`src/rtl/rpt_pkg.sv`:
```
package rpt_pkg;

  typedef enum logic [1:0] {
    RS_IDLE = 2'd0,
    RS_WAIT = 2'd1,
    RS_XFER = 2'd2
  } rs_state_e;

endpackage

```
`src/rtl/rpt_rotor.sv`:
```
module rpt_rotor #(
  parameter int TRACK_WORDS = 2048,
  parameter int IVAL_W      = 16,
  parameter int POS_W       = $clog2(TRACK_WORDS)
) (
  input  logic              clk,
  input  logic              rst_n,
  input  logic [IVAL_W-1:0] ival_i,
  output logic              tick_o,
  output logic [POS_W-1:0]  pos_q_o,
  output logic [POS_W-1:0]  pos_d_o
);

  localparam logic [POS_W-1:0] LAST_WORD = POS_W'(TRACK_WORDS - 1);

  logic [IVAL_W-1:0] cnt_q, cnt_d;
  logic [POS_W-1:0]  pos_q, pos_d;
  logic              tick;

  // word time ends when the divider reaches interval-1 (interval never 0 here)
  always_comb begin
    tick  = (cnt_q >= (ival_i - IVAL_W'(1)));
    cnt_d = tick ? '0 : cnt_q + IVAL_W'(1);
    pos_d = pos_q;
    if (tick) begin
      pos_d = (pos_q == LAST_WORD) ? '0 : pos_q + POS_W'(1);
    end
  end

  always_ff @(posedge clk or negedge rst_n) begin
    if (!rst_n) begin
      cnt_q <= '0;
      pos_q <= '0;
    end else begin
      cnt_q <= cnt_d;
      if (tick) begin
        pos_q <= pos_d;
      end
    end
  end

  assign tick_o  = tick;
  assign pos_q_o = pos_q;
  assign pos_d_o = pos_d;

  a_r2_pos_step: assert property (@(posedge clk) disable iff (!rst_n)
    tick |=> (pos_q == (($past(pos_q) == LAST_WORD) ? '0 : $past(pos_q) + POS_W'(1))));

  a_r2_pos_hold: assert property (@(posedge clk) disable iff (!rst_n)
    !tick |=> $stable(pos_q));

endmodule

```
`src/rtl/rpt_seq.sv`:
```
module rpt_seq
  import rpt_pkg::*;
#(
  parameter int TRACK_WORDS = 2048,
  parameter int IVAL_W      = 16,
  parameter int POS_W       = $clog2(TRACK_WORDS)
) (
  input  logic              clk,
  input  logic              rst_n,
  input  logic              start_i,
  input  logic              stop_i,
  input  logic [POS_W-1:0]  target_i,
  input  logic [IVAL_W-1:0] ival_i,
  input  logic              tick_i,
  input  logic [POS_W-1:0]  pos_q_i,
  input  logic [POS_W-1:0]  pos_d_i,
  output logic [IVAL_W-1:0] ival_eff_o,
  output logic              go_o,
  output logic              word_tick_o,
  output logic              busy_o
);

  localparam logic [POS_W:0] TRACK_EXT = (POS_W+1)'(TRACK_WORDS);

  rs_state_e         state_q, state_d;
  logic [POS_W-1:0]  lat_q, lat_d;
  logic [POS_W-1:0]  tgt_q;
  logic [IVAL_W-1:0] ival_q;
  logic [IVAL_W-1:0] ival_live;
  logic [POS_W:0]    dist_w;
  logic              accept;
  logic              go_raw;

  // a zero word time is widened to one clock
  assign ival_live  = (ival_i == '0) ? IVAL_W'(1) : ival_i;
  assign ival_eff_o = (state_q == RS_IDLE) ? ival_live : ival_q;
  assign accept     = start_i && !stop_i && (state_q == RS_IDLE);

  // words between the position after this edge and the target, modulo track
  always_comb begin
    if (target_i >= pos_d_i) begin
      dist_w = {1'b0, target_i} - {1'b0, pos_d_i};
    end else begin
      dist_w = {1'b0, target_i} + TRACK_EXT - {1'b0, pos_d_i};
    end
  end

  always_comb begin
    state_d = state_q;
    lat_d   = lat_q;
    go_raw  = 1'b0;
    unique case (state_q)
      RS_IDLE: begin
        if (accept) begin
          state_d = RS_WAIT;
          lat_d   = dist_w[POS_W-1:0];
        end
      end
      RS_WAIT: begin
        if (tick_i) begin
          if (lat_q == '0) begin
            go_raw  = 1'b1;
            state_d = RS_XFER;
          end else begin
            lat_d = lat_q - POS_W'(1);
          end
        end
      end
      RS_XFER: begin
        state_d = RS_XFER;
      end
      default: begin
        state_d = RS_IDLE;
      end
    endcase
    if (stop_i) begin
      state_d = RS_IDLE;
      lat_d   = '0;
    end
  end

  always_ff @(posedge clk or negedge rst_n) begin
    if (!rst_n) begin
      state_q <= RS_IDLE;
      lat_q   <= '0;
    end else begin
      state_q <= state_d;
      lat_q   <= lat_d;
    end
  end

  always_ff @(posedge clk or negedge rst_n) begin
    if (!rst_n) begin
      tgt_q  <= '0;
      ival_q <= '0;
    end else if (accept) begin
      tgt_q  <= target_i;
      ival_q <= ival_live;
    end
  end

  assign go_o        = go_raw && !stop_i;
  assign word_tick_o = (state_q == RS_XFER) && tick_i;
  assign busy_o      = (state_q != RS_IDLE);

  a_r4_go_at_target: assert property (@(posedge clk) disable iff (!rst_n)
    go_o |-> (pos_q_i == tgt_q));

  a_r10_go_single: assert property (@(posedge clk) disable iff (!rst_n)
    go_o |=> !go_o);

  a_r7_ival_frozen: assert property (@(posedge clk) disable iff (!rst_n)
    (busy_o && !stop_i) |=> $stable(ival_eff_o));

  a_r8_stop_idle: assert property (@(posedge clk) disable iff (!rst_n)
    stop_i |=> (state_q == RS_IDLE));

  a_r9_no_retarget: assert property (@(posedge clk) disable iff (!rst_n)
    (busy_o && start_i) |=> $stable(tgt_q));

endmodule

```
`src/rtl/rot_latency_timer.sv`:
```
module rot_latency_timer #(
  parameter int TRACK_WORDS = 2048,
  parameter int IVAL_W      = 16,
  parameter int STAT_W      = 18,
  parameter int POS_W       = $clog2(TRACK_WORDS)
) (
  input  logic              clk,
  input  logic              rst_n,
  input  logic [IVAL_W-1:0] interval_i,
  input  logic              start_i,
  input  logic              stop_i,
  input  logic [POS_W-1:0]  target_i,
  output logic [POS_W-1:0]  pos_o,
  output logic [STAT_W-1:0] status_o,
  output logic              go_o,
  output logic              word_tick_o
);

  localparam int PAD_W = STAT_W - 1 - POS_W;

  logic [IVAL_W-1:0] ival_eff;
  logic              tick;
  logic [POS_W-1:0]  pos_q;
  logic [POS_W-1:0]  pos_d;
  logic              busy;

  rpt_rotor #(
    .TRACK_WORDS (TRACK_WORDS),
    .IVAL_W      (IVAL_W),
    .POS_W       (POS_W)
  ) u_rotor (
    .clk     (clk),
    .rst_n   (rst_n),
    .ival_i  (ival_eff),
    .tick_o  (tick),
    .pos_q_o (pos_q),
    .pos_d_o (pos_d)
  );

  rpt_seq #(
    .TRACK_WORDS (TRACK_WORDS),
    .IVAL_W      (IVAL_W),
    .POS_W       (POS_W)
  ) u_seq (
    .clk         (clk),
    .rst_n       (rst_n),
    .start_i     (start_i),
    .stop_i      (stop_i),
    .target_i    (target_i),
    .ival_i      (interval_i),
    .tick_i      (tick),
    .pos_q_i     (pos_q),
    .pos_d_i     (pos_d),
    .ival_eff_o  (ival_eff),
    .go_o        (go_o),
    .word_tick_o (word_tick_o),
    .busy_o      (busy)
  );

  assign pos_o    = pos_q;
  assign status_o = {busy, {PAD_W{1'b0}}, pos_q};

  a_r5_busy_flag: assert property (@(posedge clk) disable iff (!rst_n)
    go_o |-> status_o[STAT_W-1]);

  a_r6_tick_in_xfer: assert property (@(posedge clk) disable iff (!rst_n)
    word_tick_o |=> (pos_o != $past(pos_o)));

endmodule

```
`config.mk`:
```
export PLATFORM = sky130hd
export DESIGN_NAME = rot_latency_timer
export DESIGN_NICKNAME = d
export VERILOG_FILES = /design/src/rtl/rpt_pkg.sv /design/src/rtl/rpt_rotor.sv /design/src/rtl/rpt_seq.sv /design/src/rtl/rot_latency_timer.sv
export SDC_FILE = /design/constraint.sdc
export NUM_CORES = 1
export LEC_CHECK = 0
export BUFFER_PORTS_ARGS = -buffer_cell sky130_fd_sc_hd__buf_2
export CORE_MARGIN = 2
export CORE_UTILIZATION = 60
export CTS_BUF_LIST = sky130_fd_sc_hd__clkbuf_4
export DETAILED_ROUTE_END_ITERATION = 10
export GPL_ROUTABILITY_DRIVEN = 1
export PLACE_DENSITY = 0.8
export REMOVE_ABC_BUFFERS = 1
export SLEW_MARGIN = 15
export SYNTH_ARGS = -nofsm -noshare
export SYNTH_HDL_FRONTEND = slang
export SYNTH_SLANG_ARGS = --single-unit
```
`constraint.sdc`:
```
create_clock -name clk -period 9.6 [get_ports clk]
set_input_delay 1.92 -clock clk [delete_from_list [all_inputs] [get_ports clk]]
set_output_delay 1.92 -clock clk [all_outputs]
set_load 0.01 [all_outputs]
```
After elaboration in Yosys (flattened, before gate mapping):

Index checks and enable logic that the tools add are counted.

* word-level logic and storage cells: 52
* memory bits (read-only): 0
* input bits: 31
* flip-flop bits (word level): 56
* memories kept: 0
* bits in latches: 0
* RAM bits: 0
* output and inout bits: 31

* eq/ne operators: 7
* shift-type cells: 0
* reductions and logical operators: 12
* bitwise operators: 0
* divide/modulo/power cells: 0
* multiplexer cells: 19
* order comparisons: 2
* multipliers: 0
* $add $sub $neg: 7

Operators by type and width (count)
* 11-bit two-way mux: 7
* 16-bit two-way mux: 3
* 11-bit by 1-bit adder with 11-bit output, second input constant: 2
* 11-bit one-hot mux with 2 select lines: 1
* 11-bit subtractor: 2
* 16-bit by 1-bit adder with 16-bit output, second input constant: 1
* 16-bit greater-or-equal comparator: 1
* 16-bit logical NOT: 1
* 16-bit by 1-bit subtractor with 16-bit output, second input constant: 1
* 11-bit equality test, second input constant: 1
* 11-bit greater-or-equal comparator: 1
* 11-bit logical NOT: 1
* 11-bit by 1-bit subtractor with 11-bit output, second input constant: 1
* 3-bit by 2-bit != test with 1-bit output, second input constant: 3
* 2-bit two-way mux: 4
* 2-bit one-hot mux with 3 select lines: 1
* 1-bit logical AND: 4
* 4-bit AND reduction: 1
* 1-bit two-way mux: 3
* 3-bit != test, second input constant: 1
* 3-bit AND reduction: 1
* 3-bit nonzero test: 1
* 2-bit by 1-bit equality test with 1-bit output, second input constant: 1
* 2-bit equality test, second input constant: 1
* 3 further kinds: 3

Depth between registers and ports, before layout:

* depth in word-level cells: 11
* depth in mapped cells: 29
* mapped depth without buffers: 27

Hierarchy:

A second synthesis with hierarchy kept.

* cells, all modules: 477
* area, all modules: 4380.5 µm²

Modules (own cells, without submodules)
* rpt_seq: area each 2290.9 µm², cells each 244, times used 1, seq. area each 725.7 µm²
* rpt_rotor: area each 1950.6 µm², cells each 214, times used 1, seq. area each 675.6 µm²
* rot_latency_timer: area each 138.9 µm², cells each 19, times used 1, seq. area each 0.0 µm²

Worst setup path before layout:

No wires, ideal clock.

* kind: input -> output
* start point: in interval_i[11]
* end point: out go_o
* path buffers: 1
* data arrival time: 5.819 ns
* required time: 7.680 ns
* stages on the path: 19
* path slack: 1.861 ns
* cells stage by stage: or4_1 -> nor4_1 -> a41oi_1 -> nor2_1 -> a21oi_1 -> ha_1 -> o21ai_0 -> o21bai_1 -> nor4_1 -> o21ai_0 -> xnor2_1 -> ha_1 -> nand4_2 -> nor3_2 -> o2111ai_2 -> and3_1 -> buf_6 -> or4_1 -> nor3_1

* cells in the longest elaborated chain, start to end: 8

Ends and longest elaborated chain
* start: declaration: line rot_latency_timer.sv:9 `input logic [IVAL_W-1:0] interval_i,`
* 16-bit logical NOT: line rpt_seq.sv:35 `assign ival_live = (ival_i == '0) ? IVAL_W'(1) : ival_i;`
* 16-bit two-way mux *: line rpt_seq.sv:35
* 16-bit two-way mux *: line rpt_seq.sv:36 `assign ival_eff_o = (state_q == RS_IDLE) ? ival_live : ival_q;`
* 16-bit by 1-bit subtractor with 16-bit output *: line rpt_rotor.sv:22 `tick = (cnt_q >= (ival_i - IVAL_W'(1)));`
* 16-bit greater-or-equal comparator *: line rpt_rotor.sv:22
* 1-bit two-way mux *: line rpt_seq.sv:60 `if (tick_i) begin`
* 1-bit two-way mux *: line rpt_seq.sv:52 `unique case (state_q)`
* 1-bit logical AND *: line rpt_seq.sv:102 `assign go_o = go_raw && !stop_i;`
* end: declaration: line rot_latency_timer.sv:15 `output logic go_o,`

Mark *: on every way between the ends. The rest lies on a longest branch, timed or not.

Worst setup path after layout:

* start point: in interval_i[10]
* end point: out go_o

The elaborated chain is that of the path after synthesis.

==> flow_summary.toml <==
[status]
status = "finished, final reports clean"

[global_route]
grt_usage_pct = 25.8
grt_max_degree = 57
overflow = 0
grt_pass1_wl_mm = 17.3
antenna_found_initial = 0
grt_pass1_vias = 3680

[critical_path]
cp_slowest_cell = "or4_1"
cpPeakStageDelay_ps = 600
critPathMaxFanout = 10
cp_common_cell = "nor3_1"
critPathCaptureType = "output pin"
path_cells = "buf_2, or4_1, nor4_1, a41oi_1, nor2_1, a21oi_1, nand3_1, nor3_1, nand2_1, nor3_1, o21ai_0, xnor2_1, ha_1, nand4_2, nor3_2, o2111ai_2, and3_1, or4_1, nor3_1, buf_2"
crit_type = "in2out"
worstPathRequired_ps = 7680
worst_setup_path_start_kind = "input port"
critPathTopFamily = "simple AND/OR/NAND/NOR gates"
path_buf_inv = 2
crit_arrival_ps = 6550

[timing]
final-max-slew-violation-count = 0
whs_ps = 519
worst_pin_slew_ps = 1000
finClkSkew_ps = 11.4
hold_viol = 0
rsz0062_at_grt = "no"
fin_setup_tns_ps = 0
fin_crit_sh_pct = 88.2
slew_headroom_pct = 33.0
period_minus_slack_ps = 8470
setup_violations = 0
max_freq_mhz = 118

[job]
cap_viol_max_count = 0

[synth]
postSynthCellCount = 491
yosysSeqAreaShare_pct = 31.5
synth_top_area_share_pct = 31.5
synth_warnings = 0
synth_edf_count = 0
ys.flop_type = "dfrtp_1"
ys_ff_latch = 56
avgSynthCellArea_sq_um = 9.06
synth_top_area_cell = "dfrtp_1"
synth.area.top_cells = "dfrtp_1, ha_1, xnor2_1"
syn-cell-area_sq_mm = 0.00445
async_flop_share_pct = 100
synth_cell_types = 74

[cells_and_area]
layout-drive-gt1-share_pct = 20.1
regArea_sq_mm = 0.00140
multiInputGateArea_sq_mm = 0.00277
area_growth_syn_to_layout_pct = 7.00
fin_nets = 586
diodes = 0
fillers = 636
final_core_util_pct = 66.0
final_common_cell = "dfrtp_1"
mostFrequentLayoutCells = "dfrtp_1, buf_2, nor2_1"

[placed_design]
gp_congestion = 0.963
hpwl_mm = 7.81
port_buffers = 55

[cts]
cts.clk_slew.worst_paths_ps = 160
cts.sinks = 56
root_buffer = "clkbuf_4"
htreeDepth = 2
postCtsHoldBufs = 0
post-cts-setup-buffers = 0
cts_tree = "built"
cts_inserted_buffers = 5
clkLatencyLatePin_ps = 380
clk_path_buf_depth = 2
cts_resized = 0

[routing]
drc = 0
drt_iter0_markers = 183
dr.pass1.iters = 4
routed_wl_mm = 10.3
ant_nets = 0
vias = 3793
via_per_inst = 6.06
wire_per_inst_um = 16.4

[floorplanning]
boundaryPins = 62
fp-row-count = 31
die_y_um = 90.1
dieWidth_um = 90.1
die_area_sq_mm = 0.00812
coreArea_sq_mm = 0.00721
start_util_pct = 61.7

[power_and_ir_drop]
vdd.ir_drop.worst_mv = 0.158
power_density_mw_per_mm2 = 249
leakagePower_nw = 2.21

[worst_hold_path]
hp-class = "reg2reg"
-- path summary, 6_finish.rpt --
check,startpoint,to,slack [ps],cells after the start
worst max-delay path,interval_i[10],go_o,1130,20
worst min-delay path,u_seq.ival_q[0]$_DFFE_PN0P_,u_seq.ival_q[0]$_DFFE_PN0P_,520,2
worst max register to register,u_seq.state_q[0]$_DFFE_PN0P_,u_seq.lat_q[7]$_DFFE_PN0P_,2570,26
worst min register to register,u_seq.ival_q[0]$_DFFE_PN0P_,u_seq.ival_q[0]$_DFFE_PN0P_,520,2
max in group asynchronous,rst_n,u_seq.state_q[1]$_DFFE_PN0P_,7470,2
min in group asynchronous,rst_n,u_seq.ival_q[2]$_DFFE_PN0P_,1660,2
-- sequential cells by signal, indices dropped and copies added (netlist names) --
register and flops:
u_rotor.cnt_q 16, u_seq.lat_q 11, u_rotor.pos_q_o 11, u_seq.ival_q 16, u_seq.state_q 2
-- metal layers --
metal  track usage (%)  wire (um)  up-vias
li1                  -          -     1817
met1              31.8       4070     1781
met2              45.3       5140      164
met3              4.02        701       31
met4              10.0        365        0
met5                 0          0        -
-- worst reg2reg max path: cells and delay by family (launching register included) --
family / cells / cell delay, ps
and+or+nand+nor: 10 / 2640
AOI/OAI and AO/OA: 6 / 1470
adders and majority gates: 4 / 1090
buffers and inverters: 3 / 600
DFF: 1 / 430
muxes: 1 / 350
xor gates and xnor gates: 2 / 330
-- cells in the mapped netlist (all sizes together) (6+ instances only) --
library cell  instances
a211oi                6
a21o                  6
a21oi                25
and3                  7
buf                  22
clkbuf               12
dfrtp                56
ha                   28
inv                  23
mux2                 15
mux2i                18
nand2                30
nand2b                6
nand3                17
nand4                 7
nor2                 47
nor3                 30
o21ai                25
xnor2                24
xor2                 21
-- kinds of logic (layout without fill, tap and decap cells) --
group                      count (synthesis)  count (layout)  synth area share [%]
adders and majority gates                 31              31                  8.83
and+or+nand+nor                          160             160                  18.2
AOI/OAI and AO/OA                        107             107                  17.7
DFF                                       56              56                  31.5
other                                      1               6                0.0843
muxes                                     33              33                  7.85
buffers and inverters                     58              89                  6.64
xor gates and xnor gates                  45              45                  9.20
-- per-stage QoR --
| stage | total power [mW] | area [sq um] | instances | setup WS (ps) |
|---|---|---|---|---|
| after floorplan | 0.877 | 4260 | 462 | 1860 |
| after global placement | 1.02 | 4680 | 618 | 1390 |
| after detailed placement | 1.05 | 4680 | 618 | 1210 |
| after CTS | 1.19 | 4760 | 626 | 1200 |
| after global routing | 1.29 | 4760 | 626 | 616 |
| final | 1.19 | 4760 | 626 | 1130 |
-- layout make-up --
class	count	area share (%)
clock buffer	6	0.946
clock inverter	2	0.736
sequential	56	29.4
timing repair buffer	57	6.10
tap	99	2.60
multi-input combinational	382	58.3
inverter	24	1.89
-- power breakdown --
part	switching, mW	internal [mW]	total [mW]
clock network	0.0741	0.0576	0.132
registers	0.0994	0.315	0.414
logic	0.365	0.276	0.641
total	0.538	0.649	1.19
Note: power is estimated with default switching activity, not from simulation.
